$ cat src/rtl/irq_status_pkg.sv
// Package: shared defaults, the address map and the read-select type of the
// interrupt status unit. Assumes an address bus of at least 5 bits.
package irq_status_pkg;

    localparam int SRC_COUNT   = 12;
    localparam int CAUSE_COUNT = 13;
    localparam int ADDR_BITS   = 6;

    localparam int ADR_MASKED  = 'h00;
    localparam int ADR_RAW     = 'h01;
    localparam int ADR_MASK    = 'h02;
    localparam int ADR_CAUSE   = 'h03;
    localparam int ADR_CLR_ALL = 'h04;
    localparam int ADR_CLR_BASE = 'h10;

    localparam logic [SRC_COUNT-1:0]   MASK_AT_RESET = 12'h254;
    localparam logic [SRC_COUNT-1:0]   LEVEL_SOURCES = 12'h014;
    localparam logic [CAUSE_COUNT-1:0] CAUSE_USED    = 13'h1EBF;
    localparam int                     ABORT_SRC     = 6;

    typedef enum logic [2:0] {
        RSEL_NONE,
        RSEL_MASKED,
        RSEL_RAW,
        RSEL_MASK,
        RSEL_CAUSE,
        RSEL_CLR_ALL,
        RSEL_CLR_ONE
    } rsel_t;

endpackage

$ cat src/rtl/irq_bus_decode.sv
// Module: irq_bus_decode
// Decodes the address/read/write port into per-source clear strobes, the
// abort-cause clear, the mask write enable and a read-mux select.
// Assumes read and write are not both high; a write needs no other qualifier.
module irq_bus_decode
    import irq_status_pkg::*;
#(
    parameter int NUM_SRC   = SRC_COUNT,
    parameter int ADDR_W    = ADDR_BITS,
    parameter int ABRT_IDX  = ABORT_SRC,
    localparam int IDX_W    = $clog2(NUM_SRC)
) (
    input  logic [ADDR_W-1:0]  bus_addr,
    input  logic               bus_rd,
    input  logic               bus_wr,
    output logic [NUM_SRC-1:0] clr_vec,
    output logic               clr_cause,
    output logic               mask_we,
    output rsel_t              rsel,
    output logic [IDX_W-1:0]   rsrc_idx
);

    logic [NUM_SRC-1:0] hit_one;
    logic               hit_all;

    assign hit_all = (bus_addr == ADDR_W'(ADR_CLR_ALL));

    // One comparator per source clear address.
    generate
        for (genvar i = 0; i < NUM_SRC; i++) begin : g_hit
            assign hit_one[i] = (bus_addr == ADDR_W'(ADR_CLR_BASE + i));
            assign clr_vec[i] = bus_rd && (hit_one[i] || hit_all);
        end
    endgenerate

    assign clr_cause = bus_rd && (hit_one[ABRT_IDX] || hit_all);
    assign mask_we   = bus_wr && (bus_addr == ADDR_W'(ADR_MASK));
    assign rsrc_idx  = IDX_W'(bus_addr - ADDR_W'(ADR_CLR_BASE));

    // Pick the read source from the address while a read is active.
    always_comb begin
        rsel = RSEL_NONE;
        if (bus_rd) begin
            if (|hit_one)                                rsel = RSEL_CLR_ONE;
            else if (hit_all)                            rsel = RSEL_CLR_ALL;
            else if (bus_addr == ADDR_W'(ADR_MASKED))    rsel = RSEL_MASKED;
            else if (bus_addr == ADDR_W'(ADR_RAW))       rsel = RSEL_RAW;
            else if (bus_addr == ADDR_W'(ADR_MASK))      rsel = RSEL_MASK;
            else if (bus_addr == ADDR_W'(ADR_CAUSE))     rsel = RSEL_CAUSE;
        end
    end

endmodule

$ cat src/rtl/irq_raw_bank.sv
// Module: irq_raw_bank
// Raw status flops, one per source. Sticky bits set on a pulse and clear on
// their strobe, with set winning; level bits copy their input each cycle.
// Assumes clr_vec is already qualified by the read strobe.
module irq_raw_bank
    import irq_status_pkg::*;
#(
    parameter int                  NUM_SRC    = SRC_COUNT,
    parameter logic [NUM_SRC-1:0]  LEVEL_BITS = LEVEL_SOURCES
) (
    input  logic               clk,
    input  logic               rst_n,
    input  logic [NUM_SRC-1:0] src_in,
    input  logic [NUM_SRC-1:0] clr_vec,
    output logic [NUM_SRC-1:0] raw_q
);

    generate
        for (genvar i = 0; i < NUM_SRC; i++) begin : g_bit
            logic bit_q;
            assign raw_q[i] = bit_q;

            if (LEVEL_BITS[i]) begin : g_level
                // Follow the level input, one cycle late.
                always_ff @(posedge clk) begin
                    if (!rst_n) bit_q <= 1'b0;
                    else        bit_q <= src_in[i];
                end

                p_level_follow_r5: assert property (@(posedge clk) disable iff (!rst_n)
                    clr_vec[i] || !clr_vec[i] |=> (bit_q == $past(src_in[i])));
            end else begin : g_sticky
                // Hold until cleared; a same-cycle event overrides the clear.
                always_ff @(posedge clk) begin
                    if (!rst_n) bit_q <= 1'b0;
                    else        bit_q <= (bit_q && !clr_vec[i]) || src_in[i];
                end

                p_sticky_r1: assert property (@(posedge clk) disable iff (!rst_n)
                    (bit_q && !clr_vec[i]) |=> bit_q);
                p_set_wins_r6: assert property (@(posedge clk) disable iff (!rst_n)
                    src_in[i] |=> bit_q);
                p_clear_r3: assert property (@(posedge clk) disable iff (!rst_n)
                    (clr_vec[i] && !src_in[i]) |=> !bit_q);
            end
        end
    endgenerate

endmodule

$ cat src/rtl/irq_abort_log.sv
// Module: irq_abort_log
// Accumulates abort reason bits until a clear read. Reserved positions are
// dropped at the input. Assumes clr is qualified by the read strobe.
module irq_abort_log
    import irq_status_pkg::*;
#(
    parameter int                 ABRT_W   = CAUSE_COUNT,
    parameter logic [ABRT_W-1:0]  USED_BITS = CAUSE_USED
) (
    input  logic              clk,
    input  logic              rst_n,
    input  logic [ABRT_W-1:0] reason_in,
    input  logic              clr,
    output logic [ABRT_W-1:0] cause_q
);

    // Keep old causes unless cleared; new reasons always land.
    always_ff @(posedge clk) begin
        if (!rst_n) cause_q <= '0;
        else        cause_q <= (clr ? '0 : cause_q) | (reason_in & USED_BITS);
    end

    p_cause_drop_r8: assert property (@(posedge clk) disable iff (!rst_n)
        (clr && reason_in == '0) |=> (cause_q == '0));
    p_cause_keep_r7: assert property (@(posedge clk) disable iff (!rst_n)
        !clr |=> ((cause_q & $past(cause_q)) == $past(cause_q)));

endmodule

$ cat src/rtl/irq_status_unit.sv
// Module: irq_status_unit (top)
// Interrupt status unit: raw bank, abort-cause log, mask register, read mux
// and registered interrupt line. Read data is combinational during bus_rd;
// read side effects and writes land at the closing clock edge.
module irq_status_unit
    import irq_status_pkg::*;
#(
    parameter int                  NUM_SRC    = SRC_COUNT,
    parameter int                  ABRT_W     = CAUSE_COUNT,
    parameter int                  ADDR_W     = ADDR_BITS,
    parameter int                  ABRT_IDX   = ABORT_SRC,
    parameter logic [NUM_SRC-1:0]  MASK_RESET = MASK_AT_RESET,
    parameter logic [NUM_SRC-1:0]  LEVEL_BITS = LEVEL_SOURCES,
    parameter logic [ABRT_W-1:0]   USED_BITS  = CAUSE_USED,
    localparam int RD_W  = (ABRT_W > NUM_SRC) ? ABRT_W : NUM_SRC,
    localparam int IDX_W = $clog2(NUM_SRC)
) (
    input  logic               clk,
    input  logic               rst_n,
    input  logic [NUM_SRC-1:0] src_in,
    input  logic [ABRT_W-1:0]  abrt_reason,
    input  logic [ADDR_W-1:0]  bus_addr,
    input  logic               bus_rd,
    input  logic               bus_wr,
    input  logic [NUM_SRC-1:0] bus_wdata,
    output logic [RD_W-1:0]    bus_rdata,
    output logic [NUM_SRC-1:0] stat_masked,
    output logic               irq
);

    logic [NUM_SRC-1:0] clr_vec;
    logic               clr_cause;
    logic               mask_we;
    rsel_t              rsel;
    logic [IDX_W-1:0]   rsrc_idx;
    logic [NUM_SRC-1:0] raw_q;
    logic [NUM_SRC-1:0] mask_q;
    logic [ABRT_W-1:0]  cause_q;

    irq_bus_decode #(.NUM_SRC(NUM_SRC), .ADDR_W(ADDR_W), .ABRT_IDX(ABRT_IDX)) u_dec (
        .bus_addr (bus_addr),
        .bus_rd   (bus_rd),
        .bus_wr   (bus_wr),
        .clr_vec  (clr_vec),
        .clr_cause(clr_cause),
        .mask_we  (mask_we),
        .rsel     (rsel),
        .rsrc_idx (rsrc_idx)
    );

    irq_raw_bank #(.NUM_SRC(NUM_SRC), .LEVEL_BITS(LEVEL_BITS)) u_raw (
        .clk    (clk),
        .rst_n  (rst_n),
        .src_in (src_in),
        .clr_vec(clr_vec),
        .raw_q  (raw_q)
    );

    irq_abort_log #(.ABRT_W(ABRT_W), .USED_BITS(USED_BITS)) u_cause (
        .clk      (clk),
        .rst_n    (rst_n),
        .reason_in(abrt_reason),
        .clr      (clr_cause),
        .cause_q  (cause_q)
    );

    // Mask register, loaded by a bus write.
    always_ff @(posedge clk) begin
        if (!rst_n)       mask_q <= MASK_RESET;
        else if (mask_we) mask_q <= bus_wdata;
    end

    assign stat_masked = raw_q & mask_q;

    // Registered interrupt line.
    always_ff @(posedge clk) begin
        if (!rst_n) irq <= 1'b0;
        else        irq <= |stat_masked;
    end

    // Read data multiplexer.
    always_comb begin
        unique case (rsel)
            RSEL_MASKED:  bus_rdata = RD_W'(stat_masked);
            RSEL_RAW:     bus_rdata = RD_W'(raw_q);
            RSEL_MASK:    bus_rdata = RD_W'(mask_q);
            RSEL_CAUSE:   bus_rdata = RD_W'(cause_q);
            RSEL_CLR_ALL: bus_rdata = RD_W'(raw_q);
            RSEL_CLR_ONE: bus_rdata = RD_W'(raw_q[rsrc_idx]);
            default:      bus_rdata = '0;
        endcase
    end

    p_irq_lag_r9: assert property (@(posedge clk) disable iff (!rst_n)
        1'b1 |=> (irq == $past(|(raw_q & mask_q))));
    p_mask_load_r2: assert property (@(posedge clk) disable iff (!rst_n)
        mask_we |=> (mask_q == $past(bus_wdata)));
    p_mask_hold_r10: assert property (@(posedge clk) disable iff (!rst_n)
        !mask_we |=> $stable(mask_q));

endmodule

$ cat config.mk
export PLATFORM = sky130hd
export DESIGN_NAME = irq_status_unit
export DESIGN_NICKNAME = d
export VERILOG_FILES = /design/src/rtl/irq_status_pkg.sv /design/src/rtl/irq_bus_decode.sv /design/src/rtl/irq_raw_bank.sv /design/src/rtl/irq_abort_log.sv /design/src/rtl/irq_status_unit.sv
export SDC_FILE = /design/constraint.sdc
export NUM_CORES = 1
export LEC_CHECK = 0
export CELL_PAD_IN_SITES_DETAIL_PLACEMENT = 0
export CELL_PAD_IN_SITES_GLOBAL_PLACEMENT = 2
export CORE_AREA = 2 2 93 95
export DETAILED_ROUTE_END_ITERATION = 7
export DIE_AREA = 0 0 95 97
export PLACE_DENSITY = 0.89
export SLEW_MARGIN = 0
export SYNTH_ARGS = -nofsm -noshare
export SYNTH_HDL_FRONTEND = slang
export SYNTH_SLANG_ARGS = --single-unit
$ cat constraint.sdc
create_clock -name clk -period 2.2 [get_ports clk]
set_input_delay 0.22 -clock clk [delete_from_list [all_inputs] [get_ports clk]]
set_output_delay 0.22 -clock clk [all_outputs]
set_load 0.005 [all_outputs]
==> key figures, run 1 <==
Status
  • Outcome: completed

GRT
  • Pin count of the biggest net entering global routing: 15
  • Number of global-route vias before repair: ~2.1k
  • GRT overflow: 0
  • Gr usage total: 14.9%
  • First-pass GRT wire length: about 11 mm
  • Initial antenna violation count: 0

Worst setup path
  • CP peak stage delay: about 0.42 ns
  • Critical Path Source Type: input port
  • CP required: a little under 2 ns
  • Master of the slowest instance on the critical path: clkdlybuf4s50_1
  • Most used cell, CP: buf_4
  • CP Max Fanout: 4
  • Worst EP arrival: slightly below 2 ns
  • R2R cell count: 4
  • R2r setup slk: about 0.9 ns
  • Reg2reg end: irq
  • FF-to-FF Start: u_raw.g_bit[1].bit_q
  • Crit-path cells: clkdlybuf4s50_1 -> nand2b_4 -> buf_4 -> nor4_4 -> clkbuf_16 -> buf_4 -> a22oi_1 -> o21ai_1 -> buf_2
  • CP Capture Type: primary output
  • Critical Setup Path Class: input port to primary output

Layout
  • Most frequent cells in the layout: clkdlybuf4s50_1, dfxtp_1, buf_4
  • Antenna diodes: 0
  • Final net count: between 300 and 400
  • Share of cells above drive strength 1: 27.2%
  • Filler cell count: 810
  • Register area: between 700 and 800 sq um
  • Utilization after layout: between 30% and 40%
  • Synth-to-layout area growth: 62.0%
  • Finished Cell Area: 3210 sq um
  • Final std cells w/o fill: 440
  • Most common cell after layout, fill and taps aside: clkdlybuf4s50_1
  • Multi-input gate area in the final layout: about 1200 sq um

Placement
  • GPL Wtd Cong: around 0.79
  • Dpl hpwl: about 5.2 mm
  • Placed Cells: around 420
  • Placed cell area: between 3000 and 4000 sq um
  • Worst slack, placed: -0.355 ns
  • I/O Buffers: 70

Min path
  • HP Class: input port to flop
  • Hold Path Cell Cnt: 3
  • WHS Endpoint: u_raw.g_bit[5].bit_q
  • Worst Hold Launch: src_in[5]

Timing
  • Hold Violations, Final: 0
  • Fin worst setup slack: around 0.05 ns
  • Max frequency: around 0.46 GHz
  • TNS Setup: 0 ns
  • Tcrit/Tclk final: between 90% and 100%
  • Clock skew: 0.00504 ns
  • Minimum clock period: 2.15 ns
  • Worst slew pin tran: a little over 0.4 ns
  • Final-report setup violation count: 0
  • Final Max Tran Viols: 0
  • Max_slew headroom: approximately 72%

Route
  • Drt pass-1 iters: 4
  • Vias/cell: about 4.7
  • Via count: 2046
  • Starting DRT DRC Count: 78
  • Antenna viol nets, final: 0
  • Post-route DRC: 0
  • DRT Wirelength: a little under 7 mm
  • Drt wl/cell: ~16 um

Logic synthesis
  • Seq/Total Area, Yosys: ~36%
  • Synth Flop Type: dfxtp_1
  • Mux contribution to synthesized area: about a tenth
  • Unique masters post-synth: 48
  • Synth top area share: a little over a third
  • Warnings, synthesis: 0
  • Avg Cell Area, Syn: 8.74 sq um
  • Post-synth ARST share: 0%
  • Post-Synth Simple-Gate Area: a little under a quarter
  • Post-Synth XOR/XNOR Area: about 1.3%
  • Synth area leader: dfxtp_1
  • Adder-cell share of the synthesized area: 0%
  • Synth Cell Area: between 1500 and 2000 sq um
  • FF+latch count, synth: 36
  • Post-Synthesis Cells: about 230
  • Number of flops mapped to enable cells by yosys: 0
  • Synth Area in Compound Gates: 23.5%
  • Largest family of logic cells by synthesized area: compound AO/OA/AOI/OAI gates
  • Synthesized Nets: about 270
  • Dominant cells by area after synthesis: dfxtp_1, mux2i_1, nor2_1, and2_1, a21oi_2

Flow run
  • Number of max-cap violations: 0

Clock tree
  • Worst-skew pair later-pin latency: 0.28 ns
  • CTS tree: done
  • Clock slew at reported path FFs: about 0.08 ns
  • Clk Tree Root Cell: clkbuf_8
  • Htree depth: 2
  • Bufs on Longest Clock Path: 2
  • CTS Buf Count: 5
  • Clock Sink Count: 36
  • Cts-stage hold buffer count: 0

Floorplanning
  • Die Ht: about 97 um
  • Die area: 9220 sq um
  • Core footprint: ~8100 sq um
  • IO Pins: 73
  • Initial Util: 24.4%
  • Row count: 33
  • Die Wd: 95 um

Power
  • Max IR drop VDD: roughly 210 uV
  • Pwr Density: approximately 500 nW/um^2
  • P_leak: 1.38 nW
==> state kept, by name, summed over array words and instances (netlist names) <==
register,cells
u_raw.g_bit.bit_q,12
mask_q,12
u_cause.cause_q,11
irq,1
==> synthesized netlist by cell type (all sizes together), types with 2 or more instances <==
cell type  count
or4            2
o21a           3
nor2          28
and2          16
o22a           2
buf            9
o21ai         20
nand3          2
nand4b         2
dfxtp         36
mux4           2
nand2b         5
nand2         10
xnor2          2
o31ai          4
clkbuf         5
inv            7
nor4           5
mux2i         13
a21oi         22
o211ai         3
mux2           3
a22oi          9
nor2b          2
==> worst max-delay path by stage <==
stage                           start             to  slack (ns)  depth (start not counted)
after floorplan           bus_addr[1]  bus_rdata[10]        0.68                          5
after global placement    bus_addr[4]   bus_rdata[7]       -0.29                          8
after detailed placement  bus_addr[4]   bus_rdata[7]       -0.35                          8
after CTS                 bus_addr[5]   bus_rdata[2]       0.001                          9
after global routing      bus_addr[5]   bus_rdata[7]      -0.002                          9
final                     bus_addr[5]   bus_rdata[7]        0.05                          9
==> final cells by class <==
class	instances	area share (%)
Inverter	7	0.818
Sequential cell	36	22.4
Clock inverter	2	1.09
Tap cell	105	4.09
Timing Repair Buffer	113	31.7
Multi-Input combinational cell	171	37.6
Clock buffer	6	2.26
==> metrics by stage <==
step	total power [mW]	hold slack [ns]
2_1_floorplan	0.838	0.282
3_3_place_gp	1.01	0.474
3_5_place_dp	1.01	0.485
4_1_cts	1.60	0.476
6_report	1.59	0.476
5_1_grt	1.65	0.493
==> logic make-up (layout without fill, tap and decap cells) <==
logic type	count (synthesis)	after routing
mux	18	18
xor+xnor	3	3
flops	36	36
compound gates	70	70
buf+inv	21	128
simple gates	79	80
==> power by group <==
| part | switching (mW) | total (mW) | internal [mW] |
|---|---|---|---|
| sequential | 0.0314 | 0.715 | 0.684 |
| clock | 0.239 | 0.575 | 0.336 |
| combinational | 0.118 | 0.298 | 0.180 |
==> what timing repair did <==
action                     in CTS  in global routing
setup buffers                   5                  3
cloned                          1                  2
pin swaps                       9                  4
setup endpoints to repair      13                 11
resized for setup              45                 18
==> critical path: cells and delay by family <==
family                 cells  cell delay [ns]
buffers and inverters      5             1.02
AND/OR/NAND/NOR            2             0.48
AO/OA/AOI/OAI              2             0.21
==> routing by layer <==
layer	GRT usage (%)	vias up	routed length [um]
met3	2.41	4	268
met5	0	-	0
met2	25.2	52	3390
li1	-	1032	-
met4	3.68	0	56
met1	19.8	958	3200
Note: power is estimated with default switching activity, not from simulation.
==> run 2: changes to the inputs <==
--- a/config.mk
+++ b/config.mk
@@ -11,6 +11,7 @@
 export DETAILED_ROUTE_END_ITERATION = 7
 export DIE_AREA = 0 0 95 97
 export PLACE_DENSITY = 0.89
+export SKIP_CTS_REPAIR_TIMING = 1
 export SLEW_MARGIN = 0
 export SYNTH_ARGS = -nofsm -noshare
 export SYNTH_HDL_FRONTEND = slang
==> run 2 against run 1 <==
Sequential cell count unchanged. Clock skew fell by 0.00060 ns. Cell area increased by 1.1%. Die area did not move. Wire length decreased by 2.6%. Register-to-register slack better by 0.02 ns. Non-clock buffer count decreased by 4. Sequential power is essentially flat. Total power hardly changed. Via count fell by 0.98%. Worst hold slack about the same. Critical path type unchanged. Highest routed layer unchanged.
==> key figures, run 2 (synthesized netlist as in run 1, its figures left out) <==
Floorplanning
  • Initial Util: 24.4%
  • Die Ht: roughly 97 um
  • Die area: ~9200 sq um
  • IO Pins: 73
  • Row count: 33
  • Core footprint: 8130 sq um
  • Die Wd: 95 um

Power
  • Pwr Density: slightly below 500 nW/um^2
  • Max IR drop VDD: ~210 uV
  • P_leak: 1.53 nW
  • Final total power: about 1.6 mW

Route
  • Drt pass-1 iters: 4
  • Vias/cell: approximately 4.7
  • Antenna viol nets, final: 0
  • DRT Wirelength: about 6.7 mm
  • Starting DRT DRC Count: 72
  • Post-route DRC: 0
  • Via count: about 2.0k
  • Drt wl/cell: 15.5 um

Layout
  • Final net count: between 300 and 400
  • Most frequent cells in the layout: clkdlybuf4s50_1, dfxtp_1, buf_4
  • Share of cells above drive strength 1: around 22%
  • Filler cell count: approximately 800
  • Antenna diodes: 0
  • Top Registers: mask_q x12, u_raw.g_bit.bit_q x12, u_cause.cause_q x11
  • Most common cell after layout, fill and taps aside: clkdlybuf4s50_1
  • Synth-to-layout area growth: 63.7%

GRT
  • Pin count of the biggest net entering global routing: 15
  • Gr usage total: between 10% and 20%
  • GRT overflow: 0
  • Number of global-route vias before repair: 2035
  • First-pass GRT wire length: between 10 and 15 mm
  • Initial antenna violation count: 0

Worst setup path
  • CP required: 1.98 ns
  • Critical Setup Path Class: input port to primary output
  • R2r setup slk: roughly 0.92 ns
  • CP Capture Type: primary output
  • Worst EP arrival: approximately 1.9 ns
  • Critical Path Source Type: input port
  • Crit path from: bus_addr[4]
  • CP Max Fanout: 9
  • FF-to-FF Start: u_raw.g_bit[10].bit_q

Status
  • Outcome: completed

Placement
  • GPL Wtd Cong: between 0.7 and 0.8
  • I/O Buffers: 70
  • Dpl hpwl: 5.25 mm

Clock tree
  • CTS tree: done
  • Clock Sink Count: 36
  • Clock slew at reported path FFs: around 0.08 ns
  • Worst-skew pair later-pin latency: ~0.28 ns
  • Htree depth: 2
  • CTS Buf Count: 5
  • Bufs on Longest Clock Path: 2
  • Clk Tree Root Cell: clkbuf_8

Timing
  • Unrepaired setup endpoints after global routing: no
  • Max frequency: between 0.4 and 0.5 GHz
  • Hold_ws: about 0.48 ns
  • Final-report setup violation count: 0
  • Hold Violations, Final: 0
  • Max_slew headroom: slightly above 70%
  • Worst slew pin tran: between 0.4 and 0.5 ns
  • Clock skew: 0.00444 ns
  • Minimum clock period: roughly 2.1 ns
  • Final Max Tran Viols: 0
  • Tcrit/Tclk final: a little over nine tenths

Min path
  • HP Class: input port to flop
  • Worst Hold Launch: src_in[5]

Flow run
  • Number of max-cap violations: 0
-- run 2: cell count changes in the layout (fill, tap and decap cells not counted), sizes merged --
| cell | change |
|---|---|
| clkdlybuf4s50 | +2 |
| nor2 | -1 |
| clkbuf | -6 |
| dlygate4sd2 | -5 |
| buf | -7 |
| dlymetal6s2s | +12 |
-- run 2: stage by stage --
stage          instances  utilization, %  worst slack, ns  instance area (sq um)  TNS, ns
3_3_place_gp         421            37.0           -0.292                   3010    -3.09
3_5_place_dp         421            37.0           -0.355                   3010    -3.41
4_1_cts              429            38.3           -0.362                   3110    -3.55
2_1_floorplan        227               -            0.685                   1980        0
5_1_grt              435            39.9           0.0417                   3250        0
6_report             435            39.9            0.110                   3250        0
-- run 2: where the power goes --
part	leakage [nW]	switching [mW]	internal, mW
registers	0.298	0.0315	0.684
clock network	0.0552	0.237	0.336
logic	1.18	0.116	0.183
-- run 2: final cells by class --
type	instances	area [sq um]	area share [%]
multi-input combinational	170	1190	36.6
timing repair buffer	109	1070	33.0
sequential	36	721	22.2
tap	105	131	4.05
clock buffer	6	72.6	2.24
clock inverter	2	35.0	1.08
inverter	7	26.3	0.809
-- run 2: worst paths after layout --
kind,endpoint,cells after the start
worst max-delay path,bus_rdata[7],8
worst min-delay path,u_raw.g_bit[5].bit_q,3
worst max register to register,irq,3
worst min register to register,u_cause.cause_q[12],2
-- run 2: worst max-delay path, cell delays in order --
cell and delay [ns]:
clkdlybuf4s50_1 0.43, or2_2 0.31, nor4_2 0.21, buf_4 0.16, buf_4 0.12, nor2_4 0.06
o21ai_1 0.19, dlymetal6s2s_1 0.17
-- run 2: per-layer routing --
metal	GRT usage (%)	wire [um]	vias up
met5	0	0	-
met4	3.68	56	0
met3	2.41	321	4
met2	23.8	3300	56
met1	19.8	3060	946
li1	-	-	1020
==> run 3: changes to the inputs <==
--- a/config.mk
+++ b/config.mk
@@ -5,12 +5,13 @@
 export SDC_FILE = /design/constraint.sdc
 export NUM_CORES = 1
 export LEC_CHECK = 0
+export ABC_AREA = 0
 export CELL_PAD_IN_SITES_DETAIL_PLACEMENT = 0
 export CELL_PAD_IN_SITES_GLOBAL_PLACEMENT = 2
 export CORE_AREA = 2 2 93 95
 export DETAILED_ROUTE_END_ITERATION = 7
 export DIE_AREA = 0 0 95 97
-export PLACE_DENSITY = 0.89
+export PLACE_DENSITY = 0.76
 export SKIP_CTS_REPAIR_TIMING = 1
 export SLEW_MARGIN = 0
 export SYNTH_ARGS = -nofsm -noshare
==> run 3 against run 2 <==
Worst setup slack improved by 0.012 ns. Final cell count rose by 3.2%. Cell area rose by 2.7%. First-iteration DRC count fell by 6.9%. Die area did not move. Global-route usage rose by 0.55 points. Utilization rose by 1.1 points. Register-to-register slack got worse by 0.06 ns. Clock-buffer cell count rose by 1. Highest routed layer unchanged.
==> key figures, run 3 (synthesized netlist as in run 1, its figures left out) <==
Timing
  • Final Max Tran Viols: 0
  • Unrepaired setup endpoints after global routing: no
  • Worst slew pin tran: just under 0.5 ns
  • Clock skew: approximately 0.0064 ns
  • Max frequency: just under 0.5 GHz
  • Minimum clock period: between 2 and 2.5 ns
  • Hold Violations, Final: 0
  • Hold_ws: between 0.4 and 0.5 ns
  • Max_slew headroom: between 60% and 70%
  • Final-report setup violation count: 0
  • TNS Setup: 0 ns
  • Tcrit/Tclk final: about 94%

Status
  • Outcome: completed

Route
  • Post-route DRC: 0
  • Antenna viol nets, final: 0
  • Drt pass-1 iters: 4
  • Vias/cell: ~4.6
  • Starting DRT DRC Count: between 60 and 70
  • Via count: approximately 2.1k
  • DRT Wirelength: 6.75 mm
  • Drt wl/cell: roughly 15 um

GRT
  • GRT busiest layer: met2
  • M3 GR Usage: under 10%
  • Number of global-route vias before repair: approximately 2.1k
  • First-pass GRT wire length: between 10 and 15 mm
  • Grt met1 use: ~22%
  • Met2 Resource Use GR: a little under a quarter
  • Pin count of the biggest net entering global routing: 13
  • Gr usage total: between 15 and 20%
  • Initial antenna violation count: 0
  • GRT overflow: 0

Floorplanning
  • IO Pins: 73
  • Row count: 33
  • Die area: between 9000 and 10000 sq um
  • Initial Util: 24.4%
  • Die Wd: approximately 95 um
  • Die Ht: between 90 and 100 um
  • Core footprint: between 8000 and 9000 sq um

Worst setup path
  • CP Max Fanout: 8
  • CP required: 1.98 ns
  • Critical Setup Path Class: input port to primary output
  • Critical Path Source Type: input port
  • CP Capture Type: primary output
  • Worst EP arrival: around 1.9 ns

Power
  • Switching share of power: about a quarter
  • Max IR drop VDD: ~200 uV
  • Comb pwr share: 19.9%
  • Seq pwr share: between 40 and 50%
  • P_sw: approximately 0.38 mW
  • Pwr Density: roughly 460 nW/um^2
  • Final total power: 1.53 mW
  • Internal power: roughly 1.1 mW
  • P_leak: 1.63 nW
  • Clk network pwr share: 33.3%

Layout
  • Share of cells above drive strength 1: between 20% and 30%
  • Final std cells w/o fill: between 400 and 500
  • Top Registers: mask_q x12, u_raw.g_bit.bit_q x12, u_cause.cause_q x11
  • Final net count: roughly 390
  • Synth-to-layout area growth: 68.1%
  • Antenna diodes: 0
  • Finished Cell Area: 3330 sq um
  • Most frequent cells in the layout: clkdlybuf4s50_1, buf_4, dfxtp_1
  • Most common cell after layout, fill and taps aside: clkdlybuf4s50_1

Placement
  • Placed cell area: ~3000 sq um
  • I/O Buffers: 70
  • Dpl hpwl: roughly 5.1 mm
  • Placed Cells: between 400 and 500
  • GPL Wtd Cong: a little under 0.8

Clock tree
  • Worst-skew pair later-pin latency: 0.28 ns
  • Clock Sink Count: 36
  • Htree depth: 2
  • Clk Tree Root Cell: clkbuf_8
  • Clock slew at reported path FFs: 0.07 ns
  • Bufs on Longest Clock Path: 2
  • CTS tree: done
  • CTS Buf Count: 5

Min path
  • HP Class: input port to flop

Flow run
  • Number of max-cap violations: 0
==> run 3: final cells by class <==
cell class | count | area [sq um]
Fill cell | 836 | 4800
Multi-Input combinational cell | 170 | 1200
Timing Repair Buffer | 124 | 1160
Sequential cell | 36 | 721
Tap cell | 105 | 131
Clock buffer | 7 | 96.3
Inverter | 7 | 26.3
==> run 3: critical path, stage by stage <==
cell	delay [ns]
clkdlybuf4s50_1	0.48
nand2b_4	0.17
buf_4	0.14
nor4_4	0.04
buf_6	0.13
buf_4	0.13
buf_4	0.12
a22oi_1	0.16
o21ai_1	0.10
dlymetal6s2s_1	0.16
==> run 3: path summary, 6_finish.rpt <==
kind                                             from                    to  slack, ns  cells after the start
worst max-delay path                      bus_addr[5]          bus_rdata[3]       0.12                     10
worst min-delay path                        src_in[1]  u_raw.g_bit[1].bit_q       0.48                      3
worst max register to register  u_raw.g_bit[10].bit_q                   irq       0.86                      3
worst min register to register    u_cause.cause_q[12]   u_cause.cause_q[12]       0.49                      2
==> run 3: metal layers <==
layer	vias up	part of all wire (%)
li1	1046	-
met2	58	47
met5	-	0
met4	0	0.62
met3	5	4.8
met1	948	48
==> run 3: stage by stage <==
stage	util, %	setup slack [ns]
5_1_grt	41.0	0.0199
2_1_floorplan	-	0.685
6_report	41.0	0.122
3_5_place_dp	37.2	-0.337
3_3_place_gp	37.2	-0.290
4_1_cts	38.4	-0.373
==> run 3: power groups by stage <==
stage	Sequential [mW]	Combinational, mW	Clock (mW)
floorplan	0.718	0.120	0
global placement	0.731	0.283	0
detailed placement	0.731	0.284	0
CTS	0.716	0.286	0.533
global route	0.720	0.333	0.554
finish	0.716	0.305	0.509
